[src/rtl/wdtu_pkg.sv]
package wdtu_pkg;
  localparam int BYTE_W = 8;
  localparam int CNT_W  = 2 * BYTE_W;

  typedef struct packed {
    logic wrLo;    // load counter and reload value
    logic wrHi;    // store high byte
    logic reload;  // event reload
    logic dec;     // tick decrement
    logic clear;   // forced expiry
  } dpStrobe_t;
endpackage

[src/rtl/wdtu_datapath.sv]
module wdtu_datapath
  import wdtu_pkg::*;
(
  input  logic              clk,
  input  logic              rstN,
  input  dpStrobe_t         stb,
  input  logic [BYTE_W-1:0] wdata,
  output logic [CNT_W-1:0]  count,
  output logic              countZero,
  output logic              countOne
);
  logic [BYTE_W-1:0] hiShadow;
  logic [CNT_W-1:0]  reloadVal;

  always_ff @(posedge clk) begin
    if (!rstN) begin
      hiShadow  <= '0;
      reloadVal <= '0;
      count     <= '0;
    end else begin
      if (stb.wrHi) hiShadow <= wdata;
      if (stb.wrLo) begin
        count     <= {hiShadow, wdata};
        reloadVal <= {hiShadow, wdata};
      end else if (stb.clear) begin
        count <= '0;
      end else if (stb.reload) begin
        count <= reloadVal;
      end else if (stb.dec) begin
        count <= count - CNT_W'(1);
      end
    end
  end

  assign countZero = (count == '0);
  assign countOne  = (count == CNT_W'(1));

  // a decrement is only requested on a running counter
  assert_dec_nonzero_R3: assert property (@(posedge clk) disable iff (!rstN)
    stb.dec |-> !countZero);
  // a stopped counter stays stopped until loaded
  assert_stopped_holds_R8: assert property (@(posedge clk) disable iff (!rstN)
    (countZero && !stb.wrLo) |=> countZero);
  // the counter only grows through a load or a reload
  assert_no_growth_R2: assert property (@(posedge clk) disable iff (!rstN)
    !(stb.wrLo || stb.reload) |=> (count <= $past(count)));
endmodule

[src/rtl/wdtu_ctrl.sv]
module wdtu_ctrl
  import wdtu_pkg::*;
#(
  parameter logic [7:0] CTL_ADDR  = 8'h71,
  parameter logic [7:0] CFG_ADDR  = 8'h72,
  parameter logic [7:0] LO_ADDR   = 8'h73,
  parameter logic [7:0] HI_ADDR   = 8'h74,
  parameter int         PULSE_LEN = 16
)(
  input  logic              clk,
  input  logic              rstN,
  input  logic [7:0]        busAddr,
  input  logic              busWe,
  input  logic [BYTE_W-1:0] busWdata,
  output logic [BYTE_W-1:0] busRdata,
  input  logic              secTick,
  input  logic              minTick,
  input  logic [3:0]        events,     // {ir, mouse, kbd, game}
  input  logic [CNT_W-1:0]  count,
  input  logic              countZero,
  input  logic              countOne,
  output dpStrobe_t         stb,
  output logic              kbdRstOut,
  output logic              pwrDropOut,
  output logic              toutOut,
  output logic [3:0]        irqSel
);
  localparam int PULSE_W = $clog2(PULSE_LEN + 1);

  logic [3:0]        evtEn;
  logic [BYTE_W-1:0] cfg;
  logic              status;
  logic [PULSE_W-1:0] pulseCnt;
  logic wrCtl, wrCfg, forceNow, tickSel, expireNow, pulseActive;

  assign wrCtl    = busWe && (busAddr == CTL_ADDR);
  assign wrCfg    = busWe && (busAddr == CFG_ADDR);
  assign forceNow = wrCtl && busWdata[1];
  assign tickSel  = cfg[7] ? secTick : minTick;

  always_comb begin
    stb.wrLo   = busWe && (busAddr == LO_ADDR);
    stb.wrHi   = busWe && (busAddr == HI_ADDR);
    stb.clear  = forceNow;
    stb.reload = (|(evtEn & events)) && !countZero && !forceNow;
    stb.dec    = tickSel && !countZero && !stb.reload && !stb.wrLo && !forceNow;
  end

  assign expireNow = forceNow || (stb.dec && countOne);

  always_ff @(posedge clk) begin
    if (!rstN) begin
      evtEn    <= '0;
      cfg      <= '0;
      status   <= 1'b0;
      pulseCnt <= '0;
    end else begin
      if (wrCtl) evtEn <= busWdata[7:4];
      if (wrCfg) cfg <= busWdata;
      if (expireNow)                  status <= 1'b1;
      else if (wrCtl && !busWdata[0]) status <= 1'b0;
      if (expireNow)              pulseCnt <= PULSE_W'(PULSE_LEN);
      else if (pulseCnt != '0)    pulseCnt <= pulseCnt - PULSE_W'(1);
    end
  end

  assign pulseActive = (pulseCnt != '0);
  assign kbdRstOut   = pulseActive && cfg[6];
  assign pwrDropOut  = pulseActive && cfg[4];
  assign toutOut     = status && cfg[5];
  assign irqSel      = cfg[3:0];

  always_comb begin
    case (busAddr)
      CTL_ADDR: busRdata = {evtEn, 3'b000, status};
      CFG_ADDR: busRdata = cfg;
      LO_ADDR:  busRdata = count[BYTE_W-1:0];
      HI_ADDR:  busRdata = count[CNT_W-1:BYTE_W];
      default:  busRdata = '0;
    endcase
  end

  // the flag only drops after a control write
  assert_flag_clear_by_write_R5: assert property (@(posedge clk) disable iff (!rstN)
    $fell(status) |-> $past(wrCtl));
  // a forced timeout sets the flag on the next cycle
  assert_force_sets_flag_R6: assert property (@(posedge clk) disable iff (!rstN)
    forceNow |=> status);
  // the output pulse only starts together with a set flag
  assert_pulse_with_flag_R4: assert property (@(posedge clk) disable iff (!rstN)
    $rose(pulseActive) |-> status);
  // the pulse counter never holds beyond its window
  assert_pulse_bound_R9: assert property (@(posedge clk) disable iff (!rstN)
    (pulseActive && !expireNow) |=> (pulseCnt < $past(pulseCnt)));
endmodule

[src/rtl/activity_watchdog.sv]
module activity_watchdog
  import wdtu_pkg::*;
#(
  parameter logic [7:0] CTL_ADDR  = 8'h71,
  parameter logic [7:0] CFG_ADDR  = 8'h72,
  parameter logic [7:0] LO_ADDR   = 8'h73,
  parameter logic [7:0] HI_ADDR   = 8'h74,
  parameter int         PULSE_LEN = 16
)(
  input  logic       clk,
  input  logic       rstN,
  input  logic [7:0] busAddr,
  input  logic       busWe,
  input  logic [7:0] busWdata,
  output logic [7:0] busRdata,
  input  logic       secTick,
  input  logic       minTick,
  input  logic       irEvent,
  input  logic       mouseEvent,
  input  logic       kbdEvent,
  input  logic       gameEvent,
  output logic       kbdRstOut,
  output logic       pwrDropOut,
  output logic       toutOut,
  output logic [3:0] irqSel
);
  dpStrobe_t        stb;
  logic [CNT_W-1:0] count;
  logic             countZero, countOne;

  wdtu_ctrl #(
    .CTL_ADDR(CTL_ADDR), .CFG_ADDR(CFG_ADDR), .LO_ADDR(LO_ADDR),
    .HI_ADDR(HI_ADDR), .PULSE_LEN(PULSE_LEN)
  ) ctrl (
    .clk(clk), .rstN(rstN), .busAddr(busAddr), .busWe(busWe),
    .busWdata(busWdata), .busRdata(busRdata), .secTick(secTick),
    .minTick(minTick), .events({irEvent, mouseEvent, kbdEvent, gameEvent}),
    .count(count), .countZero(countZero), .countOne(countOne), .stb(stb),
    .kbdRstOut(kbdRstOut), .pwrDropOut(pwrDropOut), .toutOut(toutOut),
    .irqSel(irqSel)
  );

  wdtu_datapath dp (
    .clk(clk), .rstN(rstN), .stb(stb), .wdata(busWdata),
    .count(count), .countZero(countZero), .countOne(countOne)
  );
endmodule

[config.mk]
export PLATFORM = sky130hd
export DESIGN_NAME = activity_watchdog
export DESIGN_NICKNAME = d
export VERILOG_FILES = /design/src/rtl/wdtu_pkg.sv /design/src/rtl/wdtu_datapath.sv /design/src/rtl/wdtu_ctrl.sv /design/src/rtl/activity_watchdog.sv
export SDC_FILE = /design/constraint.sdc
export NUM_CORES = 1
export LEC_CHECK = 0
export CAP_MARGIN = 40
export CORE_AREA = 2 2 94 96
export DETAILED_ROUTE_END_ITERATION = 12
export DIE_AREA = 0 0 96 98
export DONT_BUFFER_PORTS = 1
export MAX_ROUTING_LAYER = met4
export PLACE_DENSITY_LB_ADDON = 0.2
export RECOVER_POWER = 25
export SLEW_MARGIN = 20
export SYNTH_ARGS = -nofsm -noshare
export SYNTH_HDL_FRONTEND = slang
export SYNTH_SLANG_ARGS = --single-unit
export TNS_END_PERCENT = 100
[constraint.sdc]
create_clock -name clk -period 2.15 [get_ports clk]
set_input_delay 0.215 -clock clk [delete_from_list [all_inputs] [get_ports clk]]
set_output_delay 0.215 -clock clk [all_outputs]
set_load 0.005 [all_outputs]
### Word-level counts from Yosys, hierarchy flattened

Cells that the tools add are included.

| cells by class | value |
|---|---|
| add/sub/neg operators | 2 |
| multiply operators | 0 |
| divide/modulo/power cells | 0 |
| magnitude comparators | 0 |
| equality and inequality tests | 5 |
| shifts and indexed selects | 0 |
| mux-type cells | 10 |
| bitwise operators | 2 |
| reductions and logical operators | 29 |

Operators with widths:

| operator | count |
|---|---|
| $mux W16 | 4 |
| $eq A8 B7 Y1 const B | 4 |
| $pmux W8 S4 | 1 |
| $eq A16 B1 Y1 const B | 1 |
| $logic_and A1 B1 Y1 | 16 |
| $logic_not A16 Y1 | 1 |
| $sub A16 B1 Y16 const B | 1 |
| $mux W5 | 2 |
| $logic_not A1 Y1 | 5 |
| $reduce_bool A5 Y1 | 1 |
| $sub A5 B1 Y5 const B | 1 |
| $and A4 B4 Y4 | 1 |
| $reduce_bool A2 Y1 | 2 |
| $reduce_bool A4 Y1 | 1 |
| $reduce_or A4 Y1 | 1 |
| $mux W1 | 3 |
| $reduce_or A2 Y1 | 1 |
| $logic_or A1 B1 Y1 | 1 |
| $not A1 Y1 | 1 |

| storage, ports and cells | value |
|---|---|
| register bits | 58 |
| bits in latches | 0 |
| memory bits (writable) | 0 |
| ROM bits | 0 |
| bits of input ports | 25 |
| output and inout bits | 15 |
| logic and storage cells | 56 |
| memories kept | 0 |

### Depth between registers and ports, before layout

| depth | value |
|---|---|
| depth in word-level cells | 13 |
| mapped depth | 9 |
| gate-level depth less buffers | 7 |

### By module

Synthesis repeated with hierarchy kept, for this count alone.

| second synthesis, totals | value |
|---|---|
| cells, all modules | 383 |
| area total of the unflattened synthesis | 3,388.2 um^2 |

Modules (own cells, without submodules):

| module | times used | cells each | area an instance (um^2) |
|---|---|---|---|
| wdtu_datapath | 1 | 252 | 2,140.8 |
| wdtu_ctrl | 1 | 131 | 1,247.4 |

### Worst setup path after synthesis

Ideal clock, no wire load.

| path | value |
|---|---|
| kind | flip-flop to flip-flop |
| start point | register dp.count[4] |
| end point | register dp.count[15] |
| setup time | 0.120 ns |
| arrival | 1.908 ns |
| data required time | 2.030 ns |
| path slack | 0.122 ns |
| cell stages (with the launch flop) | 8 |
| path buffers | 2 |
| clock period less this slack | 2.028 ns |
| cell sequence | dfxtp_1 > buf_6 > or4_4 > buf_6 > nor4_4 > a221oi_2 > o21a_1 > o31a_1 |

| between the ends | value |
|---|---|
| word-level cells in the longest chain between the ends | 9 |
| elaborated cells between the ends (all ways) | 15 |
| those cells by class | add/sub: 1; mux: 4; reduce/logical: 10 |

Ends and longest elaborated chain:

| element | RTL line | RTL |
|---|---|---|
| from (decl) | wdtu_datapath.sv:8 | `output logic [CNT_W-1:0] count,` |
| from (signal assigned) | wdtu_datapath.sv:23 | `count <= {hiShadow, wdata};` |
| from (signal assigned) | wdtu_datapath.sv:28 | `count <= reloadVal;` |
| from (signal assigned) | wdtu_datapath.sv:30 | `count <= count - CNT_W'(1);` |
| parallel branches: the longest is 9 deep, another holds $sub A16 B1 Y16 | n/a |  |

Several ways; the timed one is not identified. The select of a mux whose other input is x is not followed.
A chain may end at the register's enable or synchronous reset.

### Worst setup path in the final report

| path | value |
|---|---|
| start point | register dp.count[1] |
| end point | register dp.count[15] |

The elaborated chain is that of the path after synthesis.

==> out/summary.txt <==
CRITICAL PATH
--------------------------------------------------------------------------------
Crit path required time                                                  2440 ps
Critical path startpoint                                             dp.count[1]
Worst Path Arrival                                                       2310 ps
Cells on worst reg2reg path                                                    8
Destination of the critical timing path                             dp.count[15]
Worst-case register-to-register setup slack                               130 ps
Class of the most critical setup path                               flop to flop
Critical R2R Capture                                                dp.count[15]
Crit-path max FO                                                               5
Startpoint type of the worst setup path                                     flop
Critical path endpoint category                                             flop
Reg-to-reg critical path startpoint                                  dp.count[1]

CTS
--------------------------------------------------------------------------------
CTS clk-pin slew, worst paths                                              70 ps
Post-CTS setup buffer count                                                    0
CTS tree                                                                    done
TritonCTS sink count                                                          58
CTS HTree Levels                                                               3
Clk Latency, worst-skew pair                                              350 ps
Total CTS buffers                                                              9
Maximum count of clock buffers along a single path                             2
Root Buffer Master                                                  sky130_fd_sc_hd__clkbuf_8

PLACE
--------------------------------------------------------------------------------
IO Port Bufs                                                                   0
Placed Area                                                           3470 sq um
Routability-driven placement congestion ratio                              0.897
DP HPWL                                                                  6970 um

STA
--------------------------------------------------------------------------------
Max frequency                                                            495 MHz
Number of hold violations in the final report                                  0
Setup skew after layout                                                  12.9 ps
Final number of setup-violating endpoints                                      0
Min Clock Period, post-route                                             2020 ps
Transition time at the pin with the least slew margin                     906 ps
Ratio of final minimum period to clock period                              0.941
Unrepaired setup endpoints after global routing                            false
Relative slew slack                                                        0.396
Max-slew violation count                                                       0
Sum Neg Setup Slack                                                         0 ps

FINAL LAYOUT
--------------------------------------------------------------------------------
Post-route cell area                                                  3760 sq um
Synthesis-to-finish area growth                                            15.8%
Number of fill cells                                                         886
Diode count                                                                    0
Most common library cell in the layout ignoring fill and taps       sky130_fd_sc_hd__nand2_1
Area used by sequential logic in the layout                           1160 sq um
Total number of nets in the final design                                     447
Fraction of final layout cells with drive strength greater than 1          0.164
Commonest cells after routing, fill and taps aside                  66 x sky130_fd_sc_hd__nand2_1, 58 x sky130_fd_sc_hd__dfxtp_1, 38 x sky130_fd_sc_hd__a21boi_0
Area of the multi-input gates                                         1920 sq um

PWR
--------------------------------------------------------------------------------
Leakage power figure                                                     1.30 nW
Pwr Density                                                          915 nW/um^2
Maximum VDD drop                                                        0.547 mV
Power Total                                                              3.44 mW

OUTCOME
--------------------------------------------------------------------------------
Outcome                                                             finished clean

GLOBAL ROUTING
--------------------------------------------------------------------------------
Number of global-route vias before repair                                   2953
Wire length of the first global-routing pass                            16000 um
Overflow left after global routing                                             0
Largest net degree at the start of global routing                             56
Total Routing Usage GR                                                     0.229
Number of antenna violations at the first check in global routing              0

LOGIC SYNTHESIS
--------------------------------------------------------------------------------
Average instance area after synthesis                                 8.09 sq um
Summed instance area of the synthesized netlist                       3240 sq um
Number of storage elements in the synthesis netlist                           58
Number of instances in the synthesized netlist                               401
Register area share after synthesis                                        0.358
Number of enable-type register cells in the synthesized netlist                0
Ys flop type                                                        sky130_fd_sc_hd__dfxtp_1
Synth async-reset ratio                                                        0
Count of unique library cells instantiated by Yosys                           58
YS warnings                                                                    0
Net count of the mapped netlist                                              431

FLOORPLAN
--------------------------------------------------------------------------------
Core footprint                                                        8470 sq um
Row cnt                                                                       34
Vert. Die Dim                                                              98 um
Area of the die                                                       9410 sq um
IO Pins                                                                       40
Initial standard-cell utilization of the core                              0.383
Horizontal die dimension                                                   96 um

DETAILED ROUTING
--------------------------------------------------------------------------------
First-pass iteration count of the detailed router                              7
DRT Wirelength                                                           9870 um
Vias per std cell                                                           5.81
Routed wire per std cell                                                 18.6 um
DRC errors left                                                                0
DR iter-0 viols                                                              228
Via total after detailed routing                                            3079
Antenna-violating nets left                                                    0

RUN
--------------------------------------------------------------------------------
Count of maximum capacitance violations                                        0

WORST HOLD PATH
--------------------------------------------------------------------------------
Hold WC Path Type                                                   input pin to flop

repair_timing:
action                                  4_1_cts  5_1_grt
endpoints found under the setup margin        0       14
hold buffers                                  2        1
gates resized for setup                       0       10
hold endpoints to repair                      3        1
report_power, final:
part	leakage (nW)	internal (mW)	switching (mW)	total [mW]
clock network	0.107	0.651	0.449	1.10
registers	0.471	1.18	0.110	1.29
logic	0.719	0.517	0.533	1.05
kinds of logic after synthesis:
group                      share of synthesized area
DFF                                            0.358
muxes                                        0.00656
buffers and inverters                         0.0675
AOI/OAI and AO/OA                              0.261
xor gates and xnor gates                      0.0270
and+or+nand+nor                                0.261
adders and majority gates                     0.0193
metal layers:
| layer | wire length (um) | global-route usage | vias up |
|---|---|---|---|
| met4 | 147 | 0.0780 | 0 |
| met5 | 0 | - | - |
| met2 | 4650 | 0.345 | 96 |
| met1 | 4570 | 0.303 | 1478 |
| met3 | 499 | 0.0478 | 13 |
| li1 | - | - | 1492 |
cell usage after synthesis, types with 2 or more instances:
cell	number	area (sq um)
sky130_fd_sc_hd__nand2_1	66	248
sky130_fd_sc_hd__dfxtp_1	58	1160
sky130_fd_sc_hd__a21boi_0	38	285
sky130_fd_sc_hd__nand3_1	28	140
sky130_fd_sc_hd__o21ai_0	22	110
sky130_fd_sc_hd__clkbuf_1	19	71.3
sky130_fd_sc_hd__nor3_1	16	80.1
sky130_fd_sc_hd__nor2_1	13	48.8
sky130_fd_sc_hd__a22oi_1	12	90.1
sky130_fd_sc_hd__inv_1	11	41.3
sky130_fd_sc_hd__a31oi_1	10	62.6
sky130_fd_sc_hd__xnor2_1	9	78.8
sky130_fd_sc_hd__nor4_1	7	43.8
sky130_fd_sc_hd__a211o_1	6	52.6
sky130_fd_sc_hd__a21oi_1	5	25.0
sky130_fd_sc_hd__buf_4	5	37.5
sky130_fd_sc_hd__ha_1	5	62.6
sky130_fd_sc_hd__or3_1	5	31.3
sky130_fd_sc_hd__buf_2	4	20.0
sky130_fd_sc_hd__buf_6	4	45.0
sky130_fd_sc_hd__nor4b_1	4	35.0
sky130_fd_sc_hd__o211ai_1	4	30.0
sky130_fd_sc_hd__a222oi_1	3	30.0
sky130_fd_sc_hd__nand2b_1	3	18.8
sky130_fd_sc_hd__nor4_2	3	37.5
sky130_fd_sc_hd__a22o_1	2	17.5
sky130_fd_sc_hd__a2bb2oi_1	2	17.5
sky130_fd_sc_hd__nand4b_1	2	17.5
sky130_fd_sc_hd__nor2b_1	2	12.5
sky130_fd_sc_hd__nor3b_1	2	15.0
sky130_fd_sc_hd__o31a_1	2	17.5
sky130_fd_sc_hd__or2_2	2	12.5
sky130_fd_sc_hd__or4_4	2	22.5
layout make-up:
type | instances | share of cell area
well taps | 108 | 0.0360
clock buffers | 11 | 0.0350
flip-flops and latches | 58 | 0.309
repair buffers | 38 | 0.0769
clock inverters | 5 | 0.0210
multi-input cells | 299 | 0.511
inverters | 11 | 0.0110
state kept, by name (all words and copies together), names as in the netlist:
| signal | cells |
|---|---|
| ctrl.cfg | 8 |
| ctrl.evtEn | 4 |
| ctrl.pulseCnt | 5 |
| ctrl.status | 1 |
| dp.count | 16 |
| dp.hiShadow | 8 |
| dp.reloadVal | 16 |
worst min path at each step:
| stage | slack (ps) | endpoint | start | cells past startpoint |
|---|---|---|---|---|
| finish | 10 | ctrl.cfg[2] | busWdata[2] | 2 |
| global route | 6 | dp.hiShadow[2] | rstN | 1 |
| CTS | 2 | dp.count[0] | rstN | 2 |
| detailed placement | 350 | dp.count[13] | rstN | 2 |
| global placement | 350 | dp.count[13] | rstN | 2 |
| floorplan | 370 | ctrl.cfg[0] | busWdata[0] | 2 |
worst max-delay path, stage by stage (launching register included):
cell and delay (ps):
sky130_fd_sc_hd__dfxtp_1 380, sky130_fd_sc_hd__inv_1 100, sky130_fd_sc_hd__ha_1 210, sky130_fd_sc_hd__nor4b_2 170
sky130_fd_sc_hd__and4_4 230, sky130_fd_sc_hd__buf_4 150, sky130_fd_sc_hd__or4_1 380, sky130_fd_sc_hd__o21ai_0 200
sky130_fd_sc_hd__o31a_1 150
stage by stage:
step                       util  setup slack, ps  hold slack (ps)  std cells
after CTS                 0.437             65.0             1.62        529
after global placement    0.410             64.6              348        511
after global routing      0.444             3.88             5.91        530
after detailed placement  0.410             75.4              349        511
final                     0.444              128             14.1        530
after floorplan               -              122              371        401
(Power assumes the default switching activity.)
